[config.mk]
export PLATFORM = sky130hd
export DESIGN_NAME = wcmd_status_unit
export DESIGN_NICKNAME = d
export VERILOG_FILES = /design/src/rtl/wcsu_pkg.sv /design/src/rtl/wcsu_cmd_decode.sv /design/src/rtl/wcsu_busy_timer.sv /design/src/rtl/wcsu_irq_status.sv /design/src/rtl/wcmd_status_unit.sv
export SDC_FILE = /design/constraint.sdc
export NUM_CORES = 1
export LEC_CHECK = 0
export BUFFER_PORTS_ARGS = -buffer_cell sky130_fd_sc_hd__clkbuf_2
export CORE_MARGIN = 1.5
export CORE_UTILIZATION = 55
export CTS_CLUSTER_DIAMETER = 200
export DETAILED_ROUTE_END_ITERATION = 10
export GPL_ROUTABILITY_DRIVEN = 1
export GPL_TIMING_DRIVEN = 0
export PLACE_DENSITY = 0.91
export RECOVER_POWER = 50
export REMOVE_ABC_BUFFERS = 1
export SYNTH_ARGS = -nofsm -noshare
export SYNTH_HDL_FRONTEND = slang
export SYNTH_SLANG_ARGS = --single-unit
export TNS_END_PERCENT = 10
[constraint.sdc]
create_clock -name clk -period 4 [get_ports clk]
set_clock_uncertainty 0.05 [all_clocks]
set_input_delay 0.4 -clock clk [delete_from_list [all_inputs] [get_ports clk]]
set_output_delay 0.4 -clock clk [all_outputs]
set_load 0.01 [all_outputs]
[src/rtl/wcsu_pkg.sv]
package wcsu_pkg;

    localparam int CMD_W  = 16;
    localparam int OP_W   = 5;
    localparam int WIN_W  = 3;
    localparam int SRC_N  = 8;
    localparam int MASK_W = SRC_N + 1;          // latch plus sources
    localparam int RSV_W  = CMD_W - WIN_W - 1 - MASK_W;
    localparam int REQ_BIT = 6;                 // status bit set by request command

    typedef enum logic [OP_W-1:0] {
        OP_GLOBAL_RST = 5'h00,
        OP_SEL_WIN    = 5'h01,
        OP_RX_RST     = 5'h05,
        OP_TX_RST     = 5'h0B,
        OP_REQ_IRQ    = 5'h0C,
        OP_ACK        = 5'h0D,
        OP_SET_IEN    = 5'h0E,
        OP_SET_IND    = 5'h0F
    } opcode_e;

    typedef struct packed {
        logic              sel_win;
        logic              ack;
        logic              set_ien;
        logic              set_ind;
        logic              req_irq;
        logic              wipe;
        logic              start_busy;
        logic [WIN_W-1:0]  win;
        logic [MASK_W-1:0] bits;
    } cmd_t;

    function automatic cmd_t decode_cmd(input logic [CMD_W-1:0] w, input logic accept);
        cmd_t c;
        c      = '0;
        c.win  = w[WIN_W-1:0];
        c.bits = w[MASK_W-1:0];
        if (accept) begin
            case (opcode_e'(w[CMD_W-1 -: OP_W]))
                OP_GLOBAL_RST: begin c.wipe = 1'b1; c.start_busy = 1'b1; end
                OP_SEL_WIN:    c.sel_win = 1'b1;
                OP_RX_RST:     c.start_busy = 1'b1;
                OP_TX_RST:     c.start_busy = 1'b1;
                OP_REQ_IRQ:    c.req_irq = 1'b1;
                OP_ACK:        c.ack = 1'b1;
                OP_SET_IEN:    c.set_ien = 1'b1;
                OP_SET_IND:    c.set_ind = 1'b1;
                default:       ;
            endcase
        end
        return c;
    endfunction

endpackage

[src/rtl/wcsu_cmd_decode.sv]
module wcsu_cmd_decode
    import wcsu_pkg::*;
(
    input  logic             wr_en,
    input  logic             busy,
    input  logic [CMD_W-1:0] wr_data,
    output cmd_t             cmd
);
    // commands arriving while busy are dropped here
    assign cmd = decode_cmd(wr_data, wr_en && !busy);
endmodule

[src/rtl/wcsu_busy_timer.sv]
module wcsu_busy_timer #(
    parameter int BUSY_CYCLES = 16
) (
    input  logic clk,
    input  logic rst,
    input  logic start,
    output logic busy
);
    localparam int CNT_W = $clog2(BUSY_CYCLES + 1);

    logic [CNT_W-1:0] cnt_q;

    always_ff @(posedge clk) begin
        if (rst)
            cnt_q <= '0;
        else if (start)
            cnt_q <= CNT_W'(BUSY_CYCLES);
        else if (cnt_q != '0)
            cnt_q <= cnt_q - 1'b1;
    end

    assign busy = (cnt_q != '0);
endmodule

[src/rtl/wcsu_irq_status.sv]
module wcsu_irq_status
    import wcsu_pkg::*;
(
    input  logic              clk,
    input  logic              rst,
    input  cmd_t              cmd,
    input  logic [SRC_N-1:0]  ev,
    output logic [MASK_W-1:0] visible,
    output logic              latch,
    output logic              irq
);
    logic [SRC_N-1:0]  src_q, ien_q, pulses, clr;
    logic [MASK_W-1:0] ind_q;
    logic              latch_q, hit, latch_clr;

    always_comb begin
        pulses = ev;
        if (cmd.req_irq)
            pulses[REQ_BIT-1] = 1'b1;
        if (cmd.wipe)
            clr = '1;
        else if (cmd.ack)
            clr = cmd.bits[MASK_W-1:1];
        else
            clr = '0;
        latch_clr = cmd.wipe || (cmd.ack && cmd.bits[0]);
        hit       = |(pulses & ien_q);
    end

    always_ff @(posedge clk) begin
        if (rst) begin
            src_q   <= '0;
            ien_q   <= '0;
            ind_q   <= '0;
            latch_q <= 1'b0;
        end else begin
            src_q   <= (src_q & ~clr) | pulses;
            latch_q <= (latch_q && !latch_clr) || hit;
            if (cmd.wipe)
                ien_q <= '0;
            else if (cmd.set_ien)
                ien_q <= cmd.bits[MASK_W-1:1];
            if (cmd.wipe)
                ind_q <= '0;
            else if (cmd.set_ind)
                ind_q <= cmd.bits;
        end
    end

    assign visible = {src_q, latch_q} & ind_q;
    assign latch   = latch_q;
    assign irq     = latch_q && |(src_q & ien_q);
endmodule

[src/rtl/wcmd_status_unit.sv]
module wcmd_status_unit
    import wcsu_pkg::*;
#(
    parameter int BUSY_CYCLES = 16
) (
    input  logic             clk,
    input  logic             rst,
    input  logic             cmd_wr,
    input  logic [CMD_W-1:0] cmd_data,
    input  logic [SRC_N-1:0] src_event,
    output logic [CMD_W-1:0] status,
    output logic             irq
);
    cmd_t              cmd;
    logic              busy;
    logic              latch_w;
    logic [MASK_W-1:0] visible;
    logic [WIN_W-1:0]  win_q;

    wcsu_cmd_decode u_dec (
        .wr_en   (cmd_wr),
        .busy    (busy),
        .wr_data (cmd_data),
        .cmd     (cmd)
    );

    wcsu_busy_timer #(.BUSY_CYCLES(BUSY_CYCLES)) u_busy (
        .clk   (clk),
        .rst   (rst),
        .start (cmd.start_busy),
        .busy  (busy)
    );

    wcsu_irq_status u_irq (
        .clk     (clk),
        .rst     (rst),
        .cmd     (cmd),
        .ev      (src_event),
        .visible (visible),
        .latch   (latch_w),
        .irq     (irq)
    );

    always_ff @(posedge clk) begin
        if (rst || cmd.wipe)
            win_q <= '0;
        else if (cmd.sel_win)
            win_q <= cmd.win;
    end

    assign status = {win_q, busy, {RSV_W{1'b0}}, visible};
endmodule

==> results of run 1 <==
power by group:
group          leakage [nW]  total, mW  internal [mW]  switching, mW
clock                0.0312      0.193         0.0682          0.125
sequential            0.278      0.399          0.370         0.0292
combinational         0.431      0.233          0.106          0.127
total                 0.740      0.825          0.544          0.281
state kept, by name, summed over array words and instances (netlist names):
signal,count
u_busy.cnt_q,5
u_irq.ien_q,8
u_irq.ind_q,9
u_irq.latch,1
u_irq.src_q,8
win_q,3
cells by family after synthesis:
group | share of synthesized area (%)
compound gates | 14.9
xor+xnor | 2.15
fa+ha+maj | 1.54
buf+inv | 6.23
flops | 41.8
mux | 13.0
other cells | 0.231
simple gates | 20.1
cell type report:
cell class / instances / area (sq um) / area share (%)
multi-input combinational: 125 / 857 / 45.9
sequential: 34 / 681 / 36.4
timing repair buffer: 39 / 190 / 10.2
inverter: 11 / 42.5 / 2.28
tap: 31 / 38.8 / 2.08
clock buffer: 5 / 37.5 / 2.01
clock inverter: 3 / 21.3 / 1.14
per-layer routing:
layer,wire (um),global-route usage [%],up-vias
li1,-,-,694
met1,1500,30.1,609
met2,1690,37.8,55
met3,240,6.80,6
met4,41,8.97,0
met5,0,0,-
worst max-delay path by stage:
stage	endpoint	startpoint	slack, ps	cells after the start
global placement	u_irq.ind_q[8]	u_busy.cnt_q[0]	830	7
global route	u_irq.ind_q[5]	u_busy.cnt_q[0]	1060	8
floorplan	u_irq.ind_q[0]	u_busy.cnt_q[0]	1400	7
detailed placement	u_irq.src_q[5]	cmd_data[11]	1490	4
finish	u_irq.ien_q[7]	u_busy.cnt_q[0]	1270	7
CTS	u_irq.src_q[5]	u_busy.cnt_q[0]	1520	6
layout by cell type (no fill, tap or decap), drive strengths merged:
| cell type | n |
|---|---|
| clkbuf | 43 |
| dfxtp | 34 |
| nor2 | 25 |
| mux2i | 20 |
| a21oi | 15 |
| inv | 10 |
| o21ai | 9 |
| and2 | 9 |
| a22oi | 8 |
| nor3 | 5 |
| nand2 | 4 |
| xnor2 | 3 |
| conb | 3 |
| nand4 | 2 |
| o22ai | 2 |
| ha | 2 |
| nor4b | 2 |
| clkinvlp | 2 |
| and3 | 2 |
| nor3b | 2 |
| clkinv | 2 |
| a41oi | 1 |
| a21o | 1 |
| nand3b | 1 |
| nor4 | 1 |
| nand3 | 1 |
| a31oi | 1 |
| xor2 | 1 |
| nand4b | 1 |
| o31a | 1 |
| a2111oi | 1 |
| mux2 | 1 |
| o21ba | 1 |
| buf | 1 |
worst reg2reg max path, cell delays in order, from the launching register on:
cell,delay (ps)
dfxtp_1,320
inv_1,100
ha_1,200
nor4b_4,420
clkinvlp_2,410
nor4_4,760
mux2i_1,310
nor2_2,50
==> qor.yml, run 1 <==
antenna_cells: 0
cts_root_buffer: "clkbuf_4"
finish.instance_area_sq_mm: 0.00187
dp_slack_ps: 1490
finalCriticalPeriod_ps: 2740
slew_viol_final: 0
drtIter0Drc: 37
slowest_delay_ps: 760
crit_type: "reg -> reg"
arrival_ps: 2910
cts-buffers-inserted: 5
utilization_pct: 67.2
gr-usage-all-layers_pct: 23.6
finalSetupViolCount: 0
ys_top_cells_by_area: "dfxtp_1, mux2i_1, a21oi_1"
synth-seq-area-share_pct: 41.8
drtAntennaViolNets: 0
yosys.area.top_type: "dfxtp_1"
synthArstFlopShare_pct: 0
yosys_warnings: 0
ios: 44
cts_setup_buffers: 0
insertion_delay_ps: 350
firstDrtPassIters: 4
tightest_slew_ps: 944
synth_common_cells: "dfxtp_1, mux2i_1, nor2_1"
nets: 245
relSlewSlack_pct: 36.6
fp.dieH_um: 57.4
dp.cells: 240
ctsHoldBuffers: 0
num_vias: 1364
cts_tree: "yes"
num_rows: 19
start_util_pct: 58.5
drv_cap: 0
clock_sinks: 34
yosysUniqueCellTypes: 37
wl_per_cell_um: 14.0
post_cts_resized: 0
post-route-worst-setup-slack_ps: 1270
grt_max_degree: 23
final_layout_size_suffix_gt1_share_pct: 24.4
instances_no_fill: 248
period_share_pct: 68.4
antenna_found_initial: 0
status: "complete, no violations"
vias_per_cell: 5.50
die_w_um: 57.4
holdWs_ps: 221
min-delay-path-class: "in -> reg"
clk_pin_slew_ps: 110
syn2layout_area_growth_pct: 14.8
peakVddDrop_uv: 371
syn_area_per_cell_sq_um: 9.14
crit_chain: "inv_1 > ha_1 > nor4b_4 > clkinvlp_2 > nor4_4 > mux2i_1 > nor2_2"
holdCritStartpoint: "src_event[7]"
htree_levels: 2
critPathMaxFanout: 8
num-fill-cells: 240
r2r_start: "u_busy.cnt_q[0]"
yosys.area.top_type_share_pct: 41.8
power.density_mw_per_mm2: 442
synth_edf_count: 0
p_leak_nw: 0.740
rr_worst_depth: 7
reg2reg_to: "u_irq.ien_q[7]"
hold_viol: 0
power_uw: 825
max_freq_mhz: 366
synthFlopType: "dfxtp_1"
fin_setup_tns_ps: 0
worst_setup_path_end_kind: "flip-flop"
slowest_stage: "nor4_4"
holdPathStages: 3
core_area_sq_mm: 0.00278
cpLargestDelayFamily: "simple AND/OR/NAND/NOR gates"
yosysMostFrequentCell: "dfxtp_1"
start_kind: "flip-flop"
synth_area_sq_mm: 0.00163
crit_buf_inv: 2
io_buffers: 38
synth_seq_cells: 34
rsz0062_at_grt: "no"
cts_buffer_depth: 2
overflow: 0
fp.dieArea_sq_mm: 0.00329
grt_pass1_wl_um: 5910
cp.required_ps: 4170
grt_pass1_vias: 1290
rrSetupSlack_ps: 1270
gp_congestion: 0.819
worstHoldEndpoint: "u_irq.src_q[7]"
syn_inst: 178
hpwl_um: 2530
finalWirelength_um: 3470
dpl_cell_area_sq_mm: 0.00182
drc_errors: 0
(Power assumes the default switching activity.)
==> inputs of run 2 (changes only) <==
Settings changed: CORE_UTILIZATION 55 to 51, PLACE_DENSITY 0.91 to 0.86.
Clock period 4 ns to 2.8 ns, I/O delays scaled along.
==> run 2 against run 1 <==
  * Maximum frequency grew 12%
  * Critical path depth shrank 1
  * Sequential share of layout area shrank 0.41 points
  * Non-clock buffer count is the same
  * Sequential cell count is the same
  * Hold slack lost 110 ps
  * Setup slack lost 910 ps
  * Count of clock-buffer cells in the layout grew 1
  * Register-to-register slack lost 910 ps
  * Routed wire length grew 0.84%
  * Via count grew 2.6%
  * Critical path type unchanged
==> qor.yml, run 2 (synthesis results as in run 1) <==
status: "complete, no violations"
drv_cap: 0
slowest_delay_ps: 660
syn2layout_area_growth_pct: 16.2
grt_pass1_wl_um: 5720
largest_reg_flops: 9
reg2reg_to: "u_irq.src_q[5]"
cts_root_buffer: "clkbuf_4"
top_register: "u_irq.ind_q"
finalCriticalPeriod_ps: 2440
worstHoldEndpoint: "u_irq.src_q[7]"
slew_viol_final: 0
core_area_sq_mm: 0.00305
ios: 44
fin_setup_tns_ps: 0
holdCritStartpoint: "src_event[7]"
dpl_cell_area_sq_mm: 0.00184
nets: 245
firstDrtPassIters: 4
hpwl_um: 2540
fp.dieH_um: 59.5
vias_per_cell: 5.36
critPathMaxFanout: 22
cts_setup_buffers: 0
htree_levels: 2
cp.required_ps: 2950
startpoint: "u_busy.cnt_q[0]"
utilization_pct: 61.9
final_layout_size_suffix_gt1_share_pct: 24.0
antenna_found_initial: 0
slowest_stage: "a21o_1"
final_common_cell: "dfxtp_1"
p_leak_nw: 0.744
reg_top3: "u_irq.ind_q x9, u_irq.ien_q x8, u_irq.src_q x8"
die_w_um: 59.5
num_rows: 20
arrival_ps: 2600
drtIter0Drc: 55
post-route-worst-setup-slack_ps: 356
finish.instance_area_sq_mm: 0.00189
rr_worst_depth: 6
post_cts_resized: 0
finalSetupViolCount: 0
cts_buffer_depth: 2
num-fill-cells: 296
antenna_cells: 0
io_buffers: 38
crit_type: "reg -> reg"
max_freq_mhz: 409
num_vias: 1399
start_util_pct: 53.3
grt_max_degree: 23
final_cell_mix: "dfxtp_1, clkbuf_2, mux2i_1, nor2_1, a21oi_1"
rrSetupSlack_ps: 360
clock_sinks: 34
relSlewSlack_pct: 32.7
cts_tree: "yes"
insertion_delay_ps: 340
power_mw: 1.20
period_share_pct: 87.3
holdPathStages: 3
ctsHoldBuffers: 0
r2r_start: "u_busy.cnt_q[0]"
start_kind: "flip-flop"
gp_congestion: 0.899
gr-usage-all-layers_pct: 21.8
overflow: 0
drtAntennaViolNets: 0
fp.dieArea_sq_mm: 0.00354
clk_pin_slew_ps: 110
hold_viol: 0
tightest_slew_ps: 1000
cpLargestDelayFamily: "compound AO/OA/AOI/OAI gates"
power.density_mw_per_mm2: 636
crit_chain: "inv_1 > ha_1 > nor4b_4 > and3_2 > a21o_1 > o22ai_1"
finalWirelength_um: 3500
crit_buf_inv: 1
rsz0062_at_grt: "no"
grt_pass1_vias: 1251
drc_errors: 0
cts-buffers-inserted: 5
min-delay-path-class: "in -> reg"
dp_slack_ps: 377
wl_per_cell_um: 13.4
peakVddDrop_uv: 314
worst_setup_path_end_kind: "flip-flop"
run 2: cell types whose count changed in the layout (fill, tap and decap cells not counted), sizes merged:
| cell | delta |
|---|---|
| clkbuf | +1 |
| clkinv | -1 |
| inv | +1 |
| clkinvlp | -1 |
run 2: cell type report:
type	count	area [sq um]	share of cell area (%)
tap	44	55.1	2.91
clock inverter	2	12.5	0.662
timing repair buffer	39	189	10.0
multi-input combinational	125	857	45.4
inverter	11	43.8	2.32
clock buffer	6	51.3	2.72
sequential	34	681	36.0
run 2: stage by stage:
step | hold WS, ps | instances
floorplan | 299 | 170
global placement | 415 | 252
detailed placement | 427 | 253
CTS | 100 | 261
global route | 87.3 | 261
finish | 107 | 261
run 2: power breakdown:
part | internal, mW | total [mW] | switching, mW | leakage (nW)
Clock | 0.121 | 0.288 | 0.168 | 0.0343
Combinational | 0.153 | 0.341 | 0.188 | 0.432
Sequential | 0.528 | 0.573 | 0.0445 | 0.278
run 2: worst max path at each step:
stage,endpoint,cells after the start
final,u_irq.src_q[5],6
after global routing,u_irq.ien_q[6],7
after CTS,u_irq.src_q[5],6
after detailed placement,u_irq.src_q[5],4
after global placement,u_irq.ind_q[0],7
after floorplan,u_irq.ind_q[0],7
run 2: worst min-delay path, cell delays in order:
cell      delay [ps]
clkbuf_2          90
inv_1             50
a21oi_1           50
run 2: routing by layer:
metal	vias up	GRT usage, %	part of all wire, %	wire [um]
met5	-	0	0	0
met4	0	9.09	1.9	65
met3	9	5.24	5.3	184
met2	44	35.0	49	1710
met1	652	27.7	44	1540
li1	694	-	-	-
